$ cat src/rtl/trace_rec_pkg.sv
package trace_rec_pkg;

    typedef enum logic [1:0] {
        TR_OFF   = 2'b00,
        TR_ARMED = 2'b01,
        TR_REC   = 2'b10,
        TR_DONE  = 2'b11
    } trace_state_e;

    typedef struct packed {
        logic trace_rst;
        logic en_next;
    } ctl_evt_t;

    localparam int CTL_EN_BIT  = 0;
    localparam int CTL_RST_BIT = 1;

    localparam int ST_EN    = 0;
    localparam int ST_RSTB  = 1;
    localparam int ST_STATE = 2;
    localparam int ST_IDX   = 8;

    function automatic trace_state_e fsm_next(
        input trace_state_e cur,
        input ctl_evt_t     ev,
        input logic         start,
        input logic         stop
    );
        trace_state_e nxt;
        nxt = cur;
        if (ev.trace_rst) begin
            nxt = ev.en_next ? TR_ARMED : TR_OFF;
        end else if (!ev.en_next) begin
            nxt = TR_OFF;
        end else begin
            case (cur)
                TR_ARMED: if (start) nxt = TR_REC;
                TR_REC:   if (stop)  nxt = TR_DONE;
                default:  nxt = cur;
            endcase
        end
        return nxt;
    endfunction

endpackage

$ cat src/rtl/trace_ctl_regs.sv
module trace_ctl_regs
    import trace_rec_pkg::*;
#(
    parameter int CTL_W = 8
) (
    input  logic             clk,
    input  logic             rst,
    input  logic             ctrl_we,
    input  logic [CTL_W-1:0] ctrl_wdata,
    input  logic             go_cmd,
    input  logic             obtrusive,
    output logic             en_q,
    output ctl_evt_t         evt
);

    logic wr_en_bit;
    logic wr_rst_bit;
    logic ctl_unused;

    assign wr_en_bit  = ctrl_wdata[CTL_EN_BIT];
    assign wr_rst_bit = ctrl_wdata[CTL_RST_BIT];
    assign ctl_unused = ^ctrl_wdata;

    always_comb begin
        evt.en_next   = 1'b0;
        evt.trace_rst = 1'b0;
        if (!rst) begin
            evt.en_next   = ctrl_we ? wr_en_bit : en_q;
            evt.trace_rst = (ctrl_we && wr_rst_bit)
                          || (ctrl_we && wr_en_bit && !en_q)
                          || (go_cmd && obtrusive);
        end
    end

    always_ff @(posedge clk) begin
        if (rst) en_q <= 1'b0;
        else     en_q <= evt.en_next;
    end


    go_quiet_chk: assert property (@(posedge clk) disable iff (rst)
        (!ctrl_we && !(go_cmd && obtrusive)) |-> !evt.trace_rst);

endmodule

$ cat src/rtl/trace_rec_fsm.sv
module trace_rec_fsm
    import trace_rec_pkg::*;
(
    input  logic         clk,
    input  logic         rst,
    input  ctl_evt_t     evt,
    input  logic         trig_start,
    input  logic         trig_stop,
    output trace_state_e state_q
);

    always_ff @(posedge clk) begin
        if (rst) state_q <= TR_OFF;
        else     state_q <= fsm_next(state_q, evt, trig_start, trig_stop);
    end


    done_hold_chk: assert property (@(posedge clk) disable iff (rst)
        (state_q == TR_DONE && !evt.trace_rst && evt.en_next) |=> state_q == TR_DONE);


    armed_hold_chk: assert property (@(posedge clk) disable iff (rst)
        (state_q == TR_ARMED && !trig_start && !evt.trace_rst && evt.en_next)
        |=> state_q == TR_ARMED);


    off_when_disabled_chk: assert property (@(posedge clk) disable iff (rst)
        (!evt.en_next) |=> state_q == TR_OFF);

endmodule

$ cat src/rtl/trace_packer.sv
module trace_packer #(
    parameter int PKT_W = 4,
    parameter int PACK  = 2,
    parameter int ENT_W = PKT_W * PACK
) (
    input  logic             clk,
    input  logic             rst,
    input  logic             flush,
    input  logic             take,
    input  logic [PKT_W-1:0] pkt,
    output logic             ent_valid,
    output logic [ENT_W-1:0] entry
);

    generate
        if (PACK == 1) begin : g_direct
            assign entry     = pkt;
            assign ent_valid = take;
        end else begin : g_pack
            localparam int CNT_W = $clog2(PACK);
            localparam logic [CNT_W-1:0] LAST_SLOT = CNT_W'(PACK - 1);

            logic [CNT_W-1:0]            cnt_q;
            logic [PACK-2:0][PKT_W-1:0]  hold_q;

            always_ff @(posedge clk) begin
                if (rst || flush) begin
                    cnt_q <= '0;
                end else if (take) begin
                    if (cnt_q == LAST_SLOT) cnt_q <= '0;
                    else                    cnt_q <= cnt_q + 1'b1;
                end
            end

            always_ff @(posedge clk) begin
                if (take && cnt_q != LAST_SLOT) hold_q[cnt_q] <= pkt;
            end

            assign entry     = {pkt, hold_q};
            assign ent_valid = take && (cnt_q == LAST_SLOT);


            flush_empty_chk: assert property (@(posedge clk) disable iff (rst)
                flush |=> cnt_q == '0);
        end
    endgenerate

endmodule

$ cat src/rtl/trace_wr_ptr.sv
module trace_wr_ptr #(
    parameter int DEPTH = 64,
    parameter int IDX_W = $clog2(DEPTH)
) (
    input  logic             clk,
    input  logic             clr,
    input  logic             adv,
    output logic [IDX_W-1:0] idx_q,
    output logic             wrap_q
);

    localparam logic [IDX_W-1:0] LAST_IDX = IDX_W'(DEPTH - 1);

    always_ff @(posedge clk) begin
        if (clr) begin
            idx_q  <= '0;
            wrap_q <= 1'b0;
        end else if (adv) begin
            if (idx_q == LAST_IDX) begin
                idx_q  <= '0;
                wrap_q <= 1'b1;
            end else begin
                idx_q <= idx_q + 1'b1;
            end
        end
    end

endmodule

$ cat src/rtl/trace_store.sv
module trace_store #(
    parameter int DEPTH = 64,
    parameter int ENT_W = 8,
    parameter int IDX_W = $clog2(DEPTH)
) (
    input  logic             clk,
    input  logic             we,
    input  logic [IDX_W-1:0] waddr,
    input  logic [ENT_W-1:0] wdata,
    input  logic [IDX_W-1:0] raddr,
    output logic [ENT_W-1:0] rdata
);

    logic [ENT_W-1:0] mem [DEPTH];

    always_ff @(posedge clk) begin
        if (we) mem[waddr] <= wdata;
        rdata <= mem[raddr];
    end

endmodule

$ cat src/rtl/trace_rec_ctrl.sv
module trace_rec_ctrl
    import trace_rec_pkg::*;
#(
    parameter int PKT_W = 4,
    parameter int PACK  = 2,
    parameter int DEPTH = 64,
    parameter int CTL_W = 8,
    parameter int IDX_W = $clog2(DEPTH),
    parameter int ENT_W = PKT_W * PACK,
    parameter int STAT_W = ST_IDX + IDX_W + 1
) (
    input  logic              clk,
    input  logic              rst,
    input  logic              pkt_valid,
    input  logic [PKT_W-1:0]  pkt_data,
    input  logic              trig_start,
    input  logic              trig_stop,
    input  logic              ctrl_we,
    input  logic [CTL_W-1:0]  ctrl_wdata,
    input  logic              go_cmd,
    input  logic              obtrusive_mode,
    output logic [STAT_W-1:0] status_rdata,
    input  logic [IDX_W-1:0]  rd_idx,
    output logic [ENT_W-1:0]  rd_data
);

    localparam logic [IDX_W-1:0] LAST_IDX = IDX_W'(DEPTH - 1);

    logic             en_q;
    ctl_evt_t         evt;
    trace_state_e     state_q;
    logic             take;
    logic             ent_valid;
    logic [ENT_W-1:0] entry;
    logic [IDX_W-1:0] idx_q;
    logic             wrap_q;

    trace_ctl_regs #(.CTL_W(CTL_W)) u_regs (
        .clk        (clk),
        .rst        (rst),
        .ctrl_we    (ctrl_we),
        .ctrl_wdata (ctrl_wdata),
        .go_cmd     (go_cmd),
        .obtrusive  (obtrusive_mode),
        .en_q       (en_q),
        .evt        (evt)
    );

    trace_rec_fsm u_fsm (
        .clk        (clk),
        .rst        (rst),
        .evt        (evt),
        .trig_start (trig_start),
        .trig_stop  (trig_stop),
        .state_q    (state_q)
    );

    assign take = pkt_valid && !rst && (state_q == TR_REC)
               && !evt.trace_rst && evt.en_next;

    trace_packer #(.PKT_W(PKT_W), .PACK(PACK), .ENT_W(ENT_W)) u_pack (
        .clk       (clk),
        .rst       (rst),
        .flush     (evt.trace_rst),
        .take      (take),
        .pkt       (pkt_data),
        .ent_valid (ent_valid),
        .entry     (entry)
    );

    trace_wr_ptr #(.DEPTH(DEPTH), .IDX_W(IDX_W)) u_ptr (
        .clk    (clk),
        .clr    (evt.trace_rst),
        .adv    (ent_valid),
        .idx_q  (idx_q),
        .wrap_q (wrap_q)
    );

    trace_store #(.DEPTH(DEPTH), .ENT_W(ENT_W), .IDX_W(IDX_W)) u_store (
        .clk   (clk),
        .we    (ent_valid),
        .waddr (idx_q),
        .wdata (entry),
        .raddr (rd_idx),
        .rdata (rd_data)
    );

    always_comb begin
        status_rdata                    = '0;
        status_rdata[ST_EN]             = en_q;
        status_rdata[ST_RSTB]           = 1'b0;
        status_rdata[ST_STATE +: 2]     = state_q;
        status_rdata[ST_IDX +: IDX_W]   = idx_q;
        status_rdata[ST_IDX + IDX_W]    = wrap_q;
    end


    idx_step_chk: assert property (@(posedge clk) disable iff (rst)
        (ent_valid && idx_q != LAST_IDX) |=> idx_q == $past(idx_q) + 1'b1);


    wrap_sticky_chk: assert property (@(posedge clk) disable iff (rst)
        (wrap_q && !evt.trace_rst) |=> wrap_q);


    ptr_clear_chk: assert property (@(posedge clk) disable iff (rst)
        evt.trace_rst |=> (idx_q == '0 && !wrap_q));


    ptr_keep_chk: assert property (@(posedge clk) disable iff (rst)
        (!ent_valid && !evt.trace_rst) |=> ($stable(idx_q) && $stable(wrap_q)));


    reset_wins_chk: assert property (@(posedge clk) disable iff (rst)
        (evt.trace_rst && pkt_valid) |-> !ent_valid);

endmodule

$ cat config.mk
export PLATFORM = sky130hd
export DESIGN_NAME = trace_rec_ctrl
export DESIGN_NICKNAME = d
export VERILOG_FILES = /design/src/rtl/trace_rec_pkg.sv /design/src/rtl/trace_ctl_regs.sv /design/src/rtl/trace_rec_fsm.sv /design/src/rtl/trace_packer.sv /design/src/rtl/trace_wr_ptr.sv /design/src/rtl/trace_store.sv /design/src/rtl/trace_rec_ctrl.sv
export SDC_FILE = /design/constraint.sdc
export NUM_CORES = 1
export LEC_CHECK = 0
export ABC_AREA = 1
export ABC_CLOCK_PERIOD_IN_PS = 2900
export BUFFER_PORTS_ARGS = -buffer_cell sky130_fd_sc_hd__buf_2
export CORE_MARGIN = 4
export CORE_UTILIZATION = 25
export CTS_BUF_LIST = sky130_fd_sc_hd__clkbuf_16
export CTS_CLUSTER_DIAMETER = 200
export DETAILED_ROUTE_END_ITERATION = 8
export PLACE_DENSITY = 0.41
export SYNTH_ARGS = -nofsm -noshare
export SYNTH_HDL_FRONTEND = slang
export SYNTH_SLANG_ARGS = --single-unit
$ cat constraint.sdc
create_clock -name clk -period 2.9 [get_ports clk]
set_clock_uncertainty 0.2 [all_clocks]
set_input_delay 0.435 -clock clk [delete_from_list [all_inputs] [get_ports clk]]
set_output_delay 0.435 -clock clk [all_outputs]
set_load 0.05 [all_outputs]
; ---- After elaboration in Yosys (flattened, before gate mapping)
; Memory sizes are Yosys's and may differ from the RTL's. A register that Yosys moved wholly into a read port is not among the register bits.
; Cells that the tools add are included.
[word_totals]
reg_bits = 15
ram_bits = 512
inputBits = 26
output_inout_bits = 23
mem_count = 1
[op_classes]
addsub = 2
magnitude_cmp = 2
n_eq_ne = 6
mux = 14
bitwise = 1
reduce_logical = 19
[memory_table]
columns = memory, depth, word_bits, rd, rd_clocked_by_memory_dff, write_ports, line
row1 = u_store.mem, 64, 8, 1, 1, 1, trace_store.sv:14  ; logic [ENT_W-1:0] mem [DEPTH];
[op_table]
columns = cell, count
row1 = $logic_and 1x1->1, 11
row2 = $mux 2, 5
row3 = $ne 4x4->1 const B, 2
row4 = $add 6x1->6 const B, 1
row5 = $eq 6x6->1 const B, 1
row6 = $mux 6, 1
row7 = $mux 1, 5
row8 = $bwmux 4, 1
row9 = $mux 4, 1
row10 = $ne 4x1->1 const B, 1
row11 = $pmux 2 s2, 1
row12 = $logic_not 1->1, 3
row13 = $logic_or 1x1->1, 3
row14 = $reduce_and 3->1, 1
row15 = $eq 2x1->1 const B, 1
row16 = $eq 2x2->1 const B, 1
row17 = $reduce_and 2->1, 1
row18 = $add 1x1->1 const B, 1
row19 = $ge 1x1->1 const B, 1
row20 = $lt 1x1->1 const B, 1
row21 = $not 1->1, 1

; ---- Logic depth before layout (Yosys ltp)
[logic_depth]
ltp_word = 11
depth_mapped = 12
depth_no_buf = 9

; ---- Hierarchy
; A second synthesis with hierarchy kept.
[hier_totals]
hier_cells = 1914
area_unflattened_um2 = 22181.3
[modules_own_cells]
columns = module, instances, cells_per_inst, area_per_inst_um2, seq_area_each_um2
row1 = trace_store, 1, 1805, 21339.2, 15534.9
row2 = trace_wr_ptr, 1, 42, 326.6, 140.1
row3 = trace_packer, 1, 17, 205.2, 140.1
row4 = trace_rec_fsm, 1, 23, 156.4, 40.0
row5 = trace_rec_ctrl, 1, 15, 85.1, 0.0
row6 = trace_ctl_regs, 1, 12, 68.8, 20.0

; ---- Worst setup path after synthesis
; OpenSTA, ideal clock, no wires.
[synth_path]
path_kind = reg2reg
startpoint = register u_fsm.state_q[1]
endpoint = memory u_store.mem[15][0] (enable)
setup_ns = 0.383
t_arrival_ns = 2.105
slack_ns = 0.212
path_stages_with_launch = 6
path_buffers = 0
period_less_slack_ns = 2.688
cell_sequence = dfxtp_1 ha_1 nand4_2 nor2_4 nand4_1 nor3_1
[synth_via]
elab_chain_cells = 7
[synth_rtl]
columns = item, line
row1 = from (decl), trace_rec_fsm.sv:9  ; output trace_state_e state_q
row2 = from (signal assigned), trace_rec_fsm.sv:14  ; else state_q <= fsm_next(state_q, evt, trig_start, trig_stop);
row3 = $eq 2x2->1, trace_rec_ctrl.sv:58  ; assign take = pkt_valid && !rst && (state_q == TR_REC)
row4 = $logic_and 1x1->1, trace_rec_ctrl.sv:58
row5 = $logic_and 1x1->1 (2 in series), trace_rec_ctrl.sv:59  ; && !evt.trace_rst && evt.en_next;
row6 = $logic_and 1x1->1, trace_packer.sv:40  ; assign ent_valid = take && (cnt_q == LAST_SLOT);
row7 = $mux 1, trace_store.sv:17  ; if (we) mem[waddr] <= wdata;
row8 = $mux 1 (implied by the code), trace_store.sv:17
row9 = to (decl), trace_store.sv:14
; No other way between the ends.

; ---- Worst setup path in the final report
[layout_path]
startpoint = input ctrl_we
endpoint = memory u_store.mem[4][4] (enable)
[layout_via]
elab_chain_cells = 11
word_cells_on_any_way = 13
[layout_rtl]
columns = item, line
row1 = from (decl), trace_rec_ctrl.sv:18  ; input logic ctrl_we,
row2 = $logic_and 1x1->1 (2 in series), trace_ctl_regs.sv:30  ; || (ctrl_we && wr_en_bit && !en_q)
row3 = $logic_or 1x1->1, trace_ctl_regs.sv:30
row4 = $logic_or 1x1->1, trace_ctl_regs.sv:31  ; || (go_cmd && obtrusive);
row5 = $mux 2 (*), trace_ctl_regs.sv:27  ; if (!rst) begin
row6 = $logic_not 1->1, trace_rec_ctrl.sv:59
row7 = $logic_and 1x1->1, trace_rec_ctrl.sv:59
row8 = $logic_and 1x1->1 (*), trace_rec_ctrl.sv:59
row9 = $logic_and 1x1->1 (*), trace_packer.sv:40
row10 = $mux 1 (*), trace_store.sv:17
row11 = $mux 1 (implied by the code) (*), trace_store.sv:17
; Mark *: on every way between the ends. The rest lies on a longest branch, timed or not.

==> impl_metrics.py <==
metrics = {
    "synth": {
        "synth_seq_cells": 535,
        "synth_top_family_by_area": "simple AND/OR/NAND/NOR gates",
        "synth_compound_area_share_pct": 0.394,
        "yosys.area.top_type": "edfxtp_1",
        "synthSimpleGateAreaFrac_pct": 23.8,
        "ys_warn_count": 0,
        "synth_cells": 1910,
        "muxShareOfSynthArea_pct": 0,
        "synth_xor_area_share_pct": 0.0800,
        "synth_cell_types": 26,
        "synth_adder_area_share_pct": 0.171,
        "synth-seq-area-share_pct": 72.5,
        "syn_avg_cell_area_um2": 11.5,
        "syn_area_mm2": 0.0219,
        "synth_top_cell_area_share_pct": 70.8,
        "synth_area_leaders": "edfxtp_1 (71%), nand2_1 (11%), nand3_1 (10%), dfxtp_1 (1.7%), buf_2 (1.4%)",
    },
    "timing": {
        "max-slew-margin-rel_pct": 53.4,
        "fmax_mhz": 394,
        "period_minus_slack_ns": 2.54,
        "rsz0062_at_grt": "false",
        "hold_viol_final": 0,
        "worst_pin_slew_ns": 0.698,
        "drv_slew": 0,
        "setup_tns_ns": 0,
        "setup_violations": 0,
        "finalCritPeriodShare_pct": 87.6,
    },
    "clock_network": {
        "cts_max_path_buffers": 3,
        "hold_buffers": 5,
        "cts_sinks": 535,
        "clkTransAtPathRegs_ns": 0.06,
        "cts_tree": "built",
        "insertion_delay_ns": 0.61,
        "cts_root_buf": "clkbuf_16",
        "cts_buffers": 58,
        "cts_setup_buffers": 0,
        "post_cts_resized": 0,
        "h-tree-depth": 2,
    },
    "critical_path": {
        "setup.worst_path.end_class": "flip-flop",
        "crit_path_max_fanout": 10,
        "crit_chain": "dlygate4sd3_1, buf_2, inv_1, o21ai_0, inv_1, nand3_1, nor2_4, nand2_4, nor2_8, nand3_4, nor2_1, buf_4",
        "path_common_cell": "inv_1",
        "worstSetupPathType": "primary input to flip-flop",
        "worstPathArrival_ns": 2.64,
        "cp.required_ns": 3.00,
        "start_kind": "primary input",
        "crit_slowest_cell": "dlygate4sd3_1",
        "critPathMaxStageDelay_ns": 0.52,
    },
    "routing": {
        "finalWirelength_mm": 62.5,
        "drc_errors": 0,
        "vias": 14200,
        "via_per_inst": 4.43,
        "drtPass1Iterations": 5,
        "antenna_left": 0,
        "drt_iter0_markers": 1151,
        "wl_per_cell_um": 19.5,
    },
    "outcome": {
        "status": "completed",
    },
    "global_route": {
        "grt_usage_pct": 13.3,
        "grt_overflow": 0,
        "grt_pass1_vias": 14200,
        "antenna_found_initial": 0,
        "grt_pass1_wl_mm": 92.9,
        "grt_max_degree": 80,
    },
    "die": {
        "die_w_um": 304,
        "dieHeight_um": 304,
        "coreArea_mm2": 0.0868,
        "ios": 49,
        "initial_core_util_pct": 25.2,
        "rows": 108,
        "die-area_mm2": 0.0924,
    },
    "cells_and_area": {
        "layout_commonest_cell": "nand2_1",
        "multi_input_area_mm2": 0.00537,
        "layout.cells.most_common_list": "nand2_1 (669), edfxtp_1 (516), nand3_1 (440), buf_4 (86), nor2_1 (76)",
        "layout.nets": 2033,
        "finalNonFillerCells": 3201,
        "fillers": 8934,
        "synthToLayoutAreaGrowth_pct": 18.2,
        "post-route-util_pct": 29.8,
        "drive_above_1_share_pct": 11.4,
        "seq_area_mm2": 0.0159,
        "n_antenna_cell": 0,
    },
    "power_and_ir_drop": {
        "p_leak_nw": 9.38,
        "p_per_area_mw_per_mm2": 631,
        "irDropWorstVdd_mv": 0.540,
    },
    "place": {
        "dp.cells": 3094,
        "dp_hpwl_mm": 36.9,
        "portBuffers": 37,
        "gp_congestion": 0.781,
    },
    "min_path": {
        "hold_class": "primary input to flip-flop",
    },
    "job": {
        "maxCapViolations": 0,
    },
}
area by class of cell:
class,instances,area share [%]
well taps,1155,5.58
clock buffers,59,5.70
repair buffers,148,5.04
flip-flops and latches,535,61.3
inverters,32,0.493
clock inverters,43,1.11
multi-input cells,1229,20.7
kinds of logic after synthesis:
group	count (synthesis)
xor gates and xnor gates	2
and+or+nand+nor	1203
AOI/OAI and AO/OA	16
buffers and inverters	150
DFF	535
other	1
adders and majority gates	3
worst max-delay path: cells and delay by family:
kind                   cells  cell delay, ns
AOI/OAI and AO/OA          1            0.07
buffers and inverters      5            0.97
and+or+nand+nor            6            1.15
worst paths after layout:
kind / cells after the start / start / to / slack, ns
setup / recovery: 12 / ctrl_we / u_store.mem[4][4] / 0.36
hold reg to reg: 2 / u_ptr.wrap_q / u_ptr.wrap_q / 0.26
setup reg to reg: 9 / u_fsm.state_q[0] / u_store.mem[4][4] / 0.46
hold / removal: 3 / trig_start / u_fsm.state_q[1] / 0.04
stage by stage:
step	cell area [µm²]	hold WS (ns)	power, mW	worst slack [ns]
after floorplan	21900	0.230	9.16	0.212
after global placement	24100	0.248	9.55	0.212
after detailed placement	24100	0.252	9.55	0.258
after CTS	25900	0.0139	16.6	0.375
after global routing	25900	0.0887	17.0	0.153
final	25900	0.0395	16.3	0.360
report_power, final:
part | leakage [nW] | switching, mW | internal (mW) | total (mW)
sequential | 4.79 | 0.00436 | 8.42 | 8.42
clock | 0.925 | 2.96 | 3.99 | 6.95
combinational | 3.67 | 0.704 | 0.254 | 0.958
total | 9.38 | 3.67 | 12.7 | 16.3
state kept, by name, indices dropped and copies added (netlist names):
name,cells
u_store.mem,512
u_store.rdata,8
u_ptr.idx_q,6
u_pack.g_pack.hold_q,4
u_fsm.state_q,2
u_pack.g_pack.cnt_q,1
u_ptr.wrap_q,1
u_regs.en_q,1
cell usage after synthesis:
cell type / count
a21oi_1: 7
xor2_1: 2
buf_1: 27
inv_1: 30
nand4_1: 1
nand2_1: 669
clkbuf_1: 23
nand3_4: 4
conb_1: 1
nand2_2: 2
edfxtp_1: 516
buf_4: 7
o21ai_0: 7
nor2_4: 1
nand3_1: 440
nor2_1: 76
nor3_1: 4
nand4_2: 1
a21boi_0: 1
buf_2: 61
dfxtp_1: 19
inv_2: 2
nand2_4: 3
nor2_8: 2
ha_1: 3
o21ai_2: 1
layer usage:
metal	part of all wire [%]	vias up	track usage [%]	wire (µm)
met2	46	323	21.1	28700
met5	0	-	0	0
met4	1.7	0	3.04	1080
met1	47	6954	19.1	29500
li1	-	6830	-	-
met3	5.1	74	2.13	3180
Note: power is estimated with default switching activity, not from simulation.
